## src/rtl/rwg_pkg.sv

```systemverilog
package rwg_pkg;

    typedef enum logic [1:0] {
        ST_PASS       = 2'd0,
        ST_HOLD       = 2'd1,
        ST_FLOAT_PASS = 2'd2,
        ST_FLOAT_WAIT = 2'd3
    } rwg_state_t;

    // bit positions inside the synchronized input bundle
    localparam int unsigned SYNC_GATE  = 0;
    localparam int unsigned SYNC_GRANT = 1;
    localparam int unsigned SYNC_RW    = 2;
    localparam int unsigned SYNC_W     = 3;

endpackage

```

## src/rtl/rwg_sync.sv

```systemverilog
module rwg_sync #(
    parameter int unsigned          WIDTH   = 3,
    parameter int unsigned          STAGES  = 2,
    parameter logic [WIDTH-1:0]     RST_VAL = '0
) (
    input  logic             clk,
    input  logic             rst_n,
    input  logic [WIDTH-1:0] d,
    output logic [WIDTH-1:0] q
);

    logic [WIDTH-1:0] stage_q [STAGES];

    always_ff @(posedge clk or negedge rst_n) begin
        if (!rst_n) stage_q[0] <= RST_VAL;
        else        stage_q[0] <= d;
    end

    for (genvar s = 1; s < STAGES; s++) begin : g_stage
        always_ff @(posedge clk or negedge rst_n) begin
            if (!rst_n) stage_q[s] <= RST_VAL;
            else        stage_q[s] <= stage_q[s-1];
        end
    end

    assign q = stage_q[STAGES-1];

endmodule

```

## src/rtl/rwg_fsm.sv

```systemverilog
module rwg_fsm
    import rwg_pkg::*;
(
    input  logic clk,
    input  logic rst_n,
    input  logic s_gate,
    input  logic s_grant,
    output logic gate_rise,
    output logic drive_en
);

    rwg_state_t state_q, state_d;
    logic       grant_d;
    logic       gate_was_low;

    // grant as seen one cycle before any detected gate edge
    always_ff @(posedge clk or negedge rst_n) begin
        if (!rst_n) grant_d <= 1'b1;
        else        grant_d <= s_grant;
    end

    always_ff @(posedge clk or negedge rst_n) begin
        if (!rst_n) state_q <= ST_HOLD;
        else        state_q <= state_d;
    end

    assign gate_was_low = (state_q == ST_HOLD) || (state_q == ST_FLOAT_WAIT);
    assign gate_rise    = s_gate && gate_was_low;

    always_comb begin
        state_d = state_q;
        unique case (state_q)
            ST_PASS:       if (!s_gate) state_d = ST_HOLD;
            ST_FLOAT_PASS: if (!s_gate) state_d = ST_FLOAT_WAIT;
            ST_HOLD,
            ST_FLOAT_WAIT: if (s_gate)  state_d = grant_d ? ST_PASS : ST_FLOAT_PASS;
            default:                    state_d = ST_HOLD;
        endcase
    end

    always_comb begin
        unique case (state_q)
            ST_PASS, ST_HOLD:             drive_en = 1'b1;
            ST_FLOAT_PASS, ST_FLOAT_WAIT: drive_en = 1'b0;
            default:                      drive_en = 1'b1;
        endcase
    end


    float_entry_chk: assert property (@(posedge clk) disable iff (!rst_n)
        (gate_rise && !grant_d) |=> !drive_en);


    drive_return_chk: assert property (@(posedge clk) disable iff (!rst_n)
        (gate_rise && grant_d) |=> drive_en);


    enable_steady_chk: assert property (@(posedge clk) disable iff (!rst_n)
        !gate_rise |=> $stable(drive_en));

endmodule

```

## src/rtl/rwg_hold.sv

```systemverilog
module rwg_hold #(
    parameter logic RESET_RW = 1'b1
) (
    input  logic clk,
    input  logic rst_n,
    input  logic s_gate,
    input  logic s_rw,
    output logic rw_line
);

    logic hold_q;

    always_ff @(posedge clk or negedge rst_n) begin
        if (!rst_n)      hold_q <= RESET_RW;
        else if (s_gate) hold_q <= s_rw;
    end

    // transparent while gate high, holding while low
    assign rw_line = s_gate ? s_rw : hold_q;


    hold_steady_chk: assert property (@(posedge clk) disable iff (!rst_n)
        (!s_gate && !$past(s_gate)) |-> $stable(rw_line));


    hold_capture_chk: assert property (@(posedge clk) disable iff (!rst_n)
        $fell(s_gate) |-> (rw_line == $past(s_rw)));

endmodule

```

## src/rtl/rw_gate_ctrl.sv

```systemverilog
module rw_gate_ctrl
    import rwg_pkg::*;
#(
    parameter int unsigned SYNC_STAGES = 2,
    parameter logic        RESET_RW    = 1'b1
) (
    input  logic clk,
    input  logic rst_n,
    input  logic gate_in,
    input  logic grant_in,
    input  logic core_rw_in,
    output logic rw_out,
    output logic rw_oe
);

    localparam logic [SYNC_W-1:0] SYNC_RST = {RESET_RW, 1'b1, 1'b0};

    logic [SYNC_W-1:0] raw_bus;
    logic [SYNC_W-1:0] sync_bus;
    logic              gate_rise;

    assign raw_bus[SYNC_GATE]  = gate_in;
    assign raw_bus[SYNC_GRANT] = grant_in;
    assign raw_bus[SYNC_RW]    = core_rw_in;

    rwg_sync #(
        .WIDTH   (SYNC_W),
        .STAGES  (SYNC_STAGES),
        .RST_VAL (SYNC_RST)
    ) u_sync (
        .clk   (clk),
        .rst_n (rst_n),
        .d     (raw_bus),
        .q     (sync_bus)
    );

    rwg_fsm u_fsm (
        .clk       (clk),
        .rst_n     (rst_n),
        .s_gate    (sync_bus[SYNC_GATE]),
        .s_grant   (sync_bus[SYNC_GRANT]),
        .gate_rise (gate_rise),
        .drive_en  (rw_oe)
    );

    rwg_hold #(
        .RESET_RW (RESET_RW)
    ) u_hold (
        .clk     (clk),
        .rst_n   (rst_n),
        .s_gate  (sync_bus[SYNC_GATE]),
        .s_rw    (sync_bus[SYNC_RW]),
        .rw_line (rw_out)
    );


    known_out_chk: assert property (@(posedge clk) disable iff (!rst_n)
        !$isunknown({rw_out, rw_oe, gate_rise}));

endmodule

```

## config.mk

```make
export PLATFORM = sky130hd
export DESIGN_NAME = rw_gate_ctrl
export DESIGN_NICKNAME = d
export VERILOG_FILES = /design/src/rtl/rwg_pkg.sv /design/src/rtl/rwg_sync.sv /design/src/rtl/rwg_fsm.sv /design/src/rtl/rwg_hold.sv /design/src/rtl/rw_gate_ctrl.sv
export SDC_FILE = /design/constraint.sdc
export NUM_CORES = 1
export LEC_CHECK = 0
export BUFFER_PORTS_ARGS = -buffer_cell sky130_fd_sc_hd__buf_2
export CAP_MARGIN = 20
export CORE_AREA = 2 2 39 41
export CTS_BUF_LIST = sky130_fd_sc_hd__clkbuf_4 sky130_fd_sc_hd__clkbuf_8
export DETAILED_ROUTE_END_ITERATION = 12
export DIE_AREA = 0 0 41 43
export SLEW_MARGIN = 20
export SYNTH_ARGS = -nofsm -noshare
export SYNTH_HDL_FRONTEND = slang
export SYNTH_SLANG_ARGS = --single-unit
```

## constraint.sdc

```tcl
create_clock -name clk -period 0.9 [get_ports clk]
set_input_delay 0.18 -clock clk [delete_from_list [all_inputs] [get_ports clk]]
set_output_delay 0.18 -clock clk [all_outputs]
set_load 0.02 [all_outputs]
```

==> results.toml, run 1 <==
[logic_synthesis]
ys_async_sr_fraction_pct = 100
synth_cell_type_count = 6
ys.flop_type = "dfstp_2"
synth.most_common_cell = "dfstp_2"
ys_seq_area_share_pct = 88.8
synthTopCellsByCount = "7 x dfstp_2, 3 x dfrtp_1, 2 x inv_1"
synth.area.top_cells = "dfstp_2 63%, dfrtp_1 26%, mux2_2 3.9%"
synth_area_per_cell_sq_um = 19.4
syn_inst = 15
synth_area_leader_cell = "dfstp_2"
synth_top_cell_area_share_pct = 63.1
synth_edf_count = 0
ys_ff_latch = 10
synth_fp_nets = 20
syn_area_sq_um = 292
ys_warn_count = 0

[finish]
syn_to_final_growth_pct = 52.4
utilization_pct = 32.1
num_antenna_cells = 0
stdcell_count = 47
final_cell_area_sq_um = 444
layout-drive-gt1-share_pct = 80.6
nets = 37

[clock_network]
clk_pin_slew_worst_paths_ps = 60
cts_made_buffers = 3
cts_root_buffer = "clkbuf_4"
clock_latency_ps = 250
cts_buffer_depth = 2
cts.sinks = 10
cts_tree = "done"
htreeDepth = 1

[drt]
wl_per_cell_um = 9.26
drc = 0
wl_um = 435
ant_nets = 0
viasPerCell = 3.62
drt_iter0_drc = 0
first_pass_iters = 1
dr_total_vias = 170

[placed_design]
place_ws_ps = -128
place_inst = 38
place_congestion = 0.566
port_buffers = 6
placed_cell_area_sq_um = 353

[timing]
layout_worst_path_cycle_share_pct = 142
whs_ps = 18.9
fin_ws_ps = -374
relSlewSlack_pct = 86.9
setup-tns-final_ps = -572
clock.fmax_ghz = 0.785
rsz0062_at_grt = "true"
hold_viol_final = 0
finalMaxSlewViolations = 0
setup_viol = 3
worst_pin_slew_ps = 197
finalCriticalPeriod_ps = 1270
fin_skew_ps = 0.982

[setup_path]
worstPathCellList = "mux2_4 -> buf_6"
worstSetupEndpointType = "output pin"
cp-start-kind = "flop"
cp.required_ps = 720
setup.worst_path.start = "u_sync.q[0]"
max_stage_delay_ps = 400
critical-path-top-delay-family = "flip-flops"
path_max_fanout = 2
crit_type = "reg -> out"
arrival_ps = 1090
path_buf_inv = 1
crit_slowest_cell = "dfrtp_1"
r2r_start = "u_sync.q[0]"

[status]
violations = "setup timing"
status = "complete, but fails checks"

[pwr]
vdd_drop_max_mv = 0.711
powerDensity_nw_per_um2 = 2260
switching_share_pct = 19.5
clkPwrFrac_pct = 38.1
p_leak_nw = 0.214
intPower_mw = 0.809
switching_power_mw = 0.196
p_total_mw = 1.00
seq_power_share_pct = 50.2
comb_power_share_pct = 11.7

[floorplan]
start_util_pct = 21.1
die_w_um = 41
rows = 14
die-area_sq_um = 1760
die-height_um = 43
pin_count = 7
core-area_sq_um = 1380

[run]
drv_cap = 0

[grt]
grt_use_total_pct = 7.59
overflow = 0
grt_pass1_vias = 200
grt_max_degree = 11
antenna_found_initial = 0
grt_pass1_wl_um = 765

[hold_path]
hp-class = "in -> reg"
min_from = "grant_in"
## kinds of logic after synthesis
| group | synth area share (%) |
|---|---|
| buffers and inverters | 2.58 |
| muxes | 7.30 |
| DFF | 88.8 |
| and+or+nand+nor | 1.29 |
## power by group through the flow
stage	combinational [mW]	sequential (mW)	clock, mW
finish	0.118	0.504	0.383
global placement	0.0636	0.507	0
global route	0.130	0.507	0.426
detailed placement	0.0667	0.510	0
floorplan	0.0340	0.507	0
CTS	0.102	0.504	0.400
## per-layer routing
| layer | GRT usage (%) | routed length (um) |
|---|---|---|
| met3 | 3.14 | 35 |
| met1 | 5.86 | 132 |
| met5 | 0 | 0 |
| met4 | 10.0 | 8 |
| met2 | 11.3 | 259 |
## repair_timing
item | CTS | global route
gates resized for setup | 5 | 1
setup endpoints to repair | 2 | 4
pin swaps | 0 | 0
cloned | 0 | 0
buffers inserted | 2 | 2
endpoints found under the hold margin | 10 | 0
hold buffers | 1 | 0
## cells in the final DEF (no fill, tap or decap)
cell type | Yosys | final
mux2i_1 | 1 | 1
buf_4 | 0 | 5
inv_1 | 2 | 1
buf_6 | 0 | 2
buf_2 | 0 | 4
mux2_4 | 0 | 1
inv_2 | 0 | 1
dfrtp_1 | 3 | 3
clkbuf_8 | 0 | 1
dfstp_2 | 7 | 7
clkbuf_4 | 0 | 3
dlygate4sd3_1 | 0 | 1
nand2_2 | 0 | 1
## path summary, 6_finish.rpt
kind,end,slack [ps],cells past startpoint
max,rw_out,-370,2
min,u_sync.stage_q[4],20,1
max reg2reg,u_hold.hold_q,-120,3
min reg2reg,u_fsm.grant_d,360,0
max in group asynchronous,u_hold.hold_q,360,2
min in group asynchronous,u_sync.stage_q[3],300,2
## area by class of cell
cell class | instances | area [sq um]
fill | 145 | 940
sequential | 10 | 259
timing repair buffer | 12 | 90.1
clock buffer | 4 | 36.3
multi-input combinational | 3 | 31.3
tap | 16 | 20.0
inverter | 2 | 7.51
## state kept, by name (all words and copies together), names as in the netlist, named ones only
name            count
u_fsm.grant_d       1
u_fsm.state_q       1
u_hold.hold_q       1
u_sync.q            3
u_sync.stage_q      3
Power figures use the tool's default switching activity.
==> inputs of run 2 (changes only) <==
==> constraint.sdc (replaced) <==
create_clock -name clk -period 0.9 [get_ports clk]
set_input_delay 0.045 -clock clk [delete_from_list [all_inputs] [get_ports clk]]
set_output_delay 0.045 -clock clk [all_outputs]
set_load 0.02 [all_outputs]
==> run 2 against run 1 <==
  * The flow still finishes with violations (setup timing)
  * Die area stayed put
  * Sequential power hardly changed
  * Cell area is 4.2% higher
  * Clock power is 3% higher
  * Non-clock buffer count is 1 higher
  * Critical path depth stayed put
  * Worst hold slack better by 140 ps
  * Final cell count is 2.1% higher
  * Power is 0.83% higher
  * Fmax is 10% higher
  * Worst setup slack better by 120 ps
  * Critical endpoint unchanged
  * Largest cell class unchanged
==> results.toml, run 2 (same netlist as run 1, synthesis figures left out) <==
[timing]
clock.fmax_ghz = 0.863
setup-tns-final_ps = -368
finalMaxSlewViolations = 0
setup_viol = 2
worst_pin_slew_ps = 214
finalCriticalPeriod_ps = 1160
relSlewSlack_pct = 85.7
fin_ws_ps = -259
fin_skew_ps = 4.84
rsz0062_at_grt = "true"
hold_viol_final = 0
layout_worst_path_cycle_share_pct = 129

[floorplan]
die_w_um = 41
die-height_um = 43
rows = 14
pin_count = 7
die-area_sq_um = 1760
start_util_pct = 21.1
core-area_sq_um = 1380

[pwr]
vdd_drop_max_mv = 0.930
powerDensity_nw_per_um2 = 2190
p_total_mw = 1.01
p_leak_nw = 0.218

[drt]
ant_nets = 0
drc = 0
wl_um = 480
viasPerCell = 3.56
drt_iter0_drc = 0
first_pass_iters = 1
dr_total_vias = 171
wl_per_cell_um = 10.0

[finish]
syn_to_final_growth_pct = 58.8
final_cell_area_sq_um = 463
final_common_cell = "dfstp_2"
fillCellCount = 141
mostFrequentLayoutCells = "7 x dfstp_2, 4 x dlygate4sd3_1, 4 x buf_2"
nets = 38
utilization_pct = 33.5
num_antenna_cells = 0
layout-drive-gt1-share_pct = 71.9

[clock_network]
cts_root_buffer = "clkbuf_4"
cts_made_buffers = 3
htreeDepth = 1
cts.sinks = 10
cts_buffer_depth = 2
cts_tree = "done"
clk_pin_slew_worst_paths_ps = 70
clock_latency_ps = 260

[setup_path]
path_buf_inv = 1
worstPathCellList = "mux2_4 -> buf_6"
cp.depth = 2
cp-start-kind = "flop"
cp.required_ps = 850
max_stage_delay_ps = 400
worstSetupEndpointType = "output pin"
critical-path-top-delay-family = "flip-flops"
crit_slowest_cell = "dfrtp_1"
arrival_ps = 1110
path_max_fanout = 2
crit_type = "reg -> out"
rr_worst_depth = 3

[hold_path]
hp-class = "in -> async"

[placed_design]
place_congestion = 0.535
placed_cell_area_sq_um = 349
dp_hpwl_um = 302
port_buffers = 6

[grt]
antenna_found_initial = 0
grt_max_degree = 11
grt_pass1_vias = 190
grt_pass1_wl_um = 738
grt_use_total_pct = 7.26
overflow = 0

[run]
drv_cap = 0

[status]
violations = "setup timing"
status = "complete, but fails checks"
==> run 2: what timing repair did <==
action	CTS	global route
gates resized for setup	4	4
buffers inserted	1	1
endpoints found under the hold margin	13	0
hold buffers	4	0
endpoints found under the setup margin	2	4
==> run 2: final timing paths <==
kind	to	slack (ps)	from
min in group clk	u_fsm.grant_d	350	u_sync.q[1]
min reg2reg	u_fsm.grant_d	350	u_sync.q[1]
max reg2reg	u_hold.hold_q	-110	u_sync.q[0]
max	rw_out	-260	u_sync.q[0]
max in group asynchronous	u_sync.q[1]	480	rst_n
min	u_sync.q[0]	160	rst_n
==> run 2: layout make-up <==
class,instances,area (sq um),area share [%]
timing repair buffer,13,109,23.5
clock buffer,4,36.3,7.84
tap,16,20.0,4.32
multi-input combinational,3,31.3,6.76
sequential,10,259,55.9
inverter,2,7.51,1.62
==> run 2: report_power, final <==
| part | switching [mW] | internal (mW) |
|---|---|---|
| Combinational | 0.0455 | 0.0665 |
| Clock | 0.151 | 0.245 |
| Sequential | 0.0118 | 0.493 |
| Total | 0.208 | 0.805 |
==> run 2: per-stage QoR <==
| stage | instances | worst slack, ps | hold slack (ps) |
|---|---|---|---|
| finish | 48 | -259 | 163 |
| detailed placement | 38 | 9.82 | -92.5 |
| floorplan | 15 | 63.0 | -251 |
| global placement | 38 | 23.2 | -107 |
| global route | 48 | -308 | 176 |
| CTS | 47 | -260 | 166 |
==> run 2: worst reg2reg max path: cells and delay by family (launching register included) <==
kind     cells  cell delay [ps]
flops        1              400
mux          1              320
buf+inv      2              230
==> run 2: routing by layer <==
metal | global-route usage, % | part of all wire [%]
met4 | 8.00 | 4.8
met1 | 7.51 | 42
met3 | 4.71 | 7.7
met2 | 8.75 | 46
met5 | 0 | 0
==> inputs of run 3 (changes only) <==
CELL_PAD_IN_SITES_DETAIL_PLACEMENT = 1   (was default)
CELL_PAD_IN_SITES_GLOBAL_PLACEMENT = 1   (was default)
PLACE_DENSITY_LB_ADDON = 0.1   (was default)
==> run 3 against run 2 <==
  * Worst setup slack improved by 23 ps
  * Critical endpoint unchanged
  * Worst hold slack barely moved
  * Sequential share of layout area rose by 2.7 points
  * Routed wire length fell by 14%
  * The flow still finishes with violations (setup timing)
  * Cell area fell by 4.6%
  * Die area did not move
  * Via count fell by 5.3%
==> results.toml, run 3 (same netlist as run 1, synthesis figures left out) <==
[status]
status = "complete, but fails checks"
violations = "setup timing"

[placed_design]
placed_cell_area_sq_um = 349
place_congestion = 0.522
port_buffers = 6

[clock_network]
cts_buffer_depth = 2
cts_root_buffer = "clkbuf_4"
cts_made_buffers = 3
cts_tree = "done"
cts.sinks = 10
clock_latency_ps = 260
clk_pin_slew_worst_paths_ps = 70
postCtsSetupBuffers = 0
htreeDepth = 1

[floorplan]
die-height_um = 43
start_util_pct = 21.1
rows = 14
die-area_sq_um = 1760
core-area_sq_um = 1380
die_w_um = 41
pin_count = 7

[timing]
clock.fmax_ghz = 0.880
relSlewSlack_pct = 86.1
worst_pin_slew_ps = 209
setup-tns-final_ps = -236
fin_ws_ps = -236
setup_viol = 1
layout_worst_path_cycle_share_pct = 126
hold_viol_final = 0
finalCriticalPeriod_ps = 1140
fin_skew_ps = 4.90
rsz0062_at_grt = "true"
finalMaxSlewViolations = 0

[hold_path]
hp-class = "in -> async"

[finish]
fillCellCount = 150
syn_to_final_growth_pct = 51.5
final_common_cell = "dfstp_2"
mostFrequentLayoutCells = "7 x dfstp_2, 4 x dlygate4sd3_1, 4 x buf_2, 3 x dfrtp_1, 3 x clkbuf_4"
final_cell_area_sq_um = 442
nets = 36
layout-drive-gt1-share_pct = 66.7
num_antenna_cells = 0

[setup_path]
arrival_ps = 1090
cp-start-kind = "flop"
critical-path-top-delay-family = "flip-flops"
worstPathCellList = "mux2_4 -> buf_6"
max_stage_delay_ps = 390
cp.required_ps = 850
crit_slowest_cell = "dfrtp_1"
path_buf_inv = 1
crit_type = "reg -> out"
worstSetupEndpointType = "output pin"
path_max_fanout = 2
rr_worst_depth = 3
reg2reg_slack_ps = 50
r2r_start = "u_sync.q[0]"
setup.worst_path.start = "u_sync.q[0]"

[grt]
grt_pass1_vias = 191
grt_use_total_pct = 7.25
antenna_found_initial = 0
grt_pass1_wl_um = 710
grt_max_degree = 11
overflow = 0

[pwr]
p_total_mw = 0.990
p_leak_nw = 0.207
vdd_drop_max_mv = 0.804
powerDensity_nw_per_um2 = 2240

[drt]
wl_per_cell_um = 9.02
viasPerCell = 3.52
drt_iter0_drc = 0
wl_um = 415
first_pass_iters = 1
dr_total_vias = 162
ant_nets = 0
drc = 0

[run]
drv_cap = 0
## run 3: changes by cell type in the layout (fill, tap and decap cells not counted), sizes merged
cell,previous run,this run
buf,9,7
## run 3: routing by layer
| layer | up-vias | track usage, % | wire, um | share of wire (%) |
|---|---|---|---|---|
| met5 | - | 0 | 0 | 0 |
| met3 | 2 | 4.71 | 26 | 6.3 |
| met2 | 6 | 9.06 | 213 | 51 |
| met1 | 79 | 6.12 | 162 | 39 |
| met4 | 0 | 10.0 | 13 | 3.1 |
| li1 | 75 | - | - | - |
## run 3: through the flow
stage	utilization (%)	cells	hold slack (ps)	setup WS (ps)
after floorplan	-	15	-251	63.0
after global placement	25.2	38	-94.3	23.4
after detailed placement	25.2	38	-88.8	26.2
after CTS	31.6	46	172	-247
after global routing	31.9	46	182	-276
final	31.9	46	163	-236
## run 3: worst max path at each step
stage	depth (start not counted)	end	slack, ps
2_1_floorplan	1	u_hold.hold_q	60
3_3_place_gp	2	rw_out	20
3_5_place_dp	2	rw_out	30
4_1_cts	2	rw_out	-250
5_1_grt	2	rw_out	-280
6_report	2	rw_out	-240
## run 3: layout make-up
class	instances	area (sq um)	share of cell area, %
tap	16	20.0	4.53
timing repair buffer	11	90.1	20.4
sequential	10	259	58.6
inverter	2	7.51	1.70
multi-input combinational	3	28.8	6.52
clock buffer	4	36.3	8.22
## run 3: repair_timing
action / 4_1_cts / 5_1_grt
hold buffers: 4 / 0
gates resized for setup: 4 / 2
setup endpoints to repair: 2 / 2
hold endpoints to repair: 13 / 0
## run 3: where the power goes
group	internal, mW	switching [mW]
logic	0.0529	0.0417
registers	0.493	0.0100
clock network	0.245	0.148
total	0.791	0.199
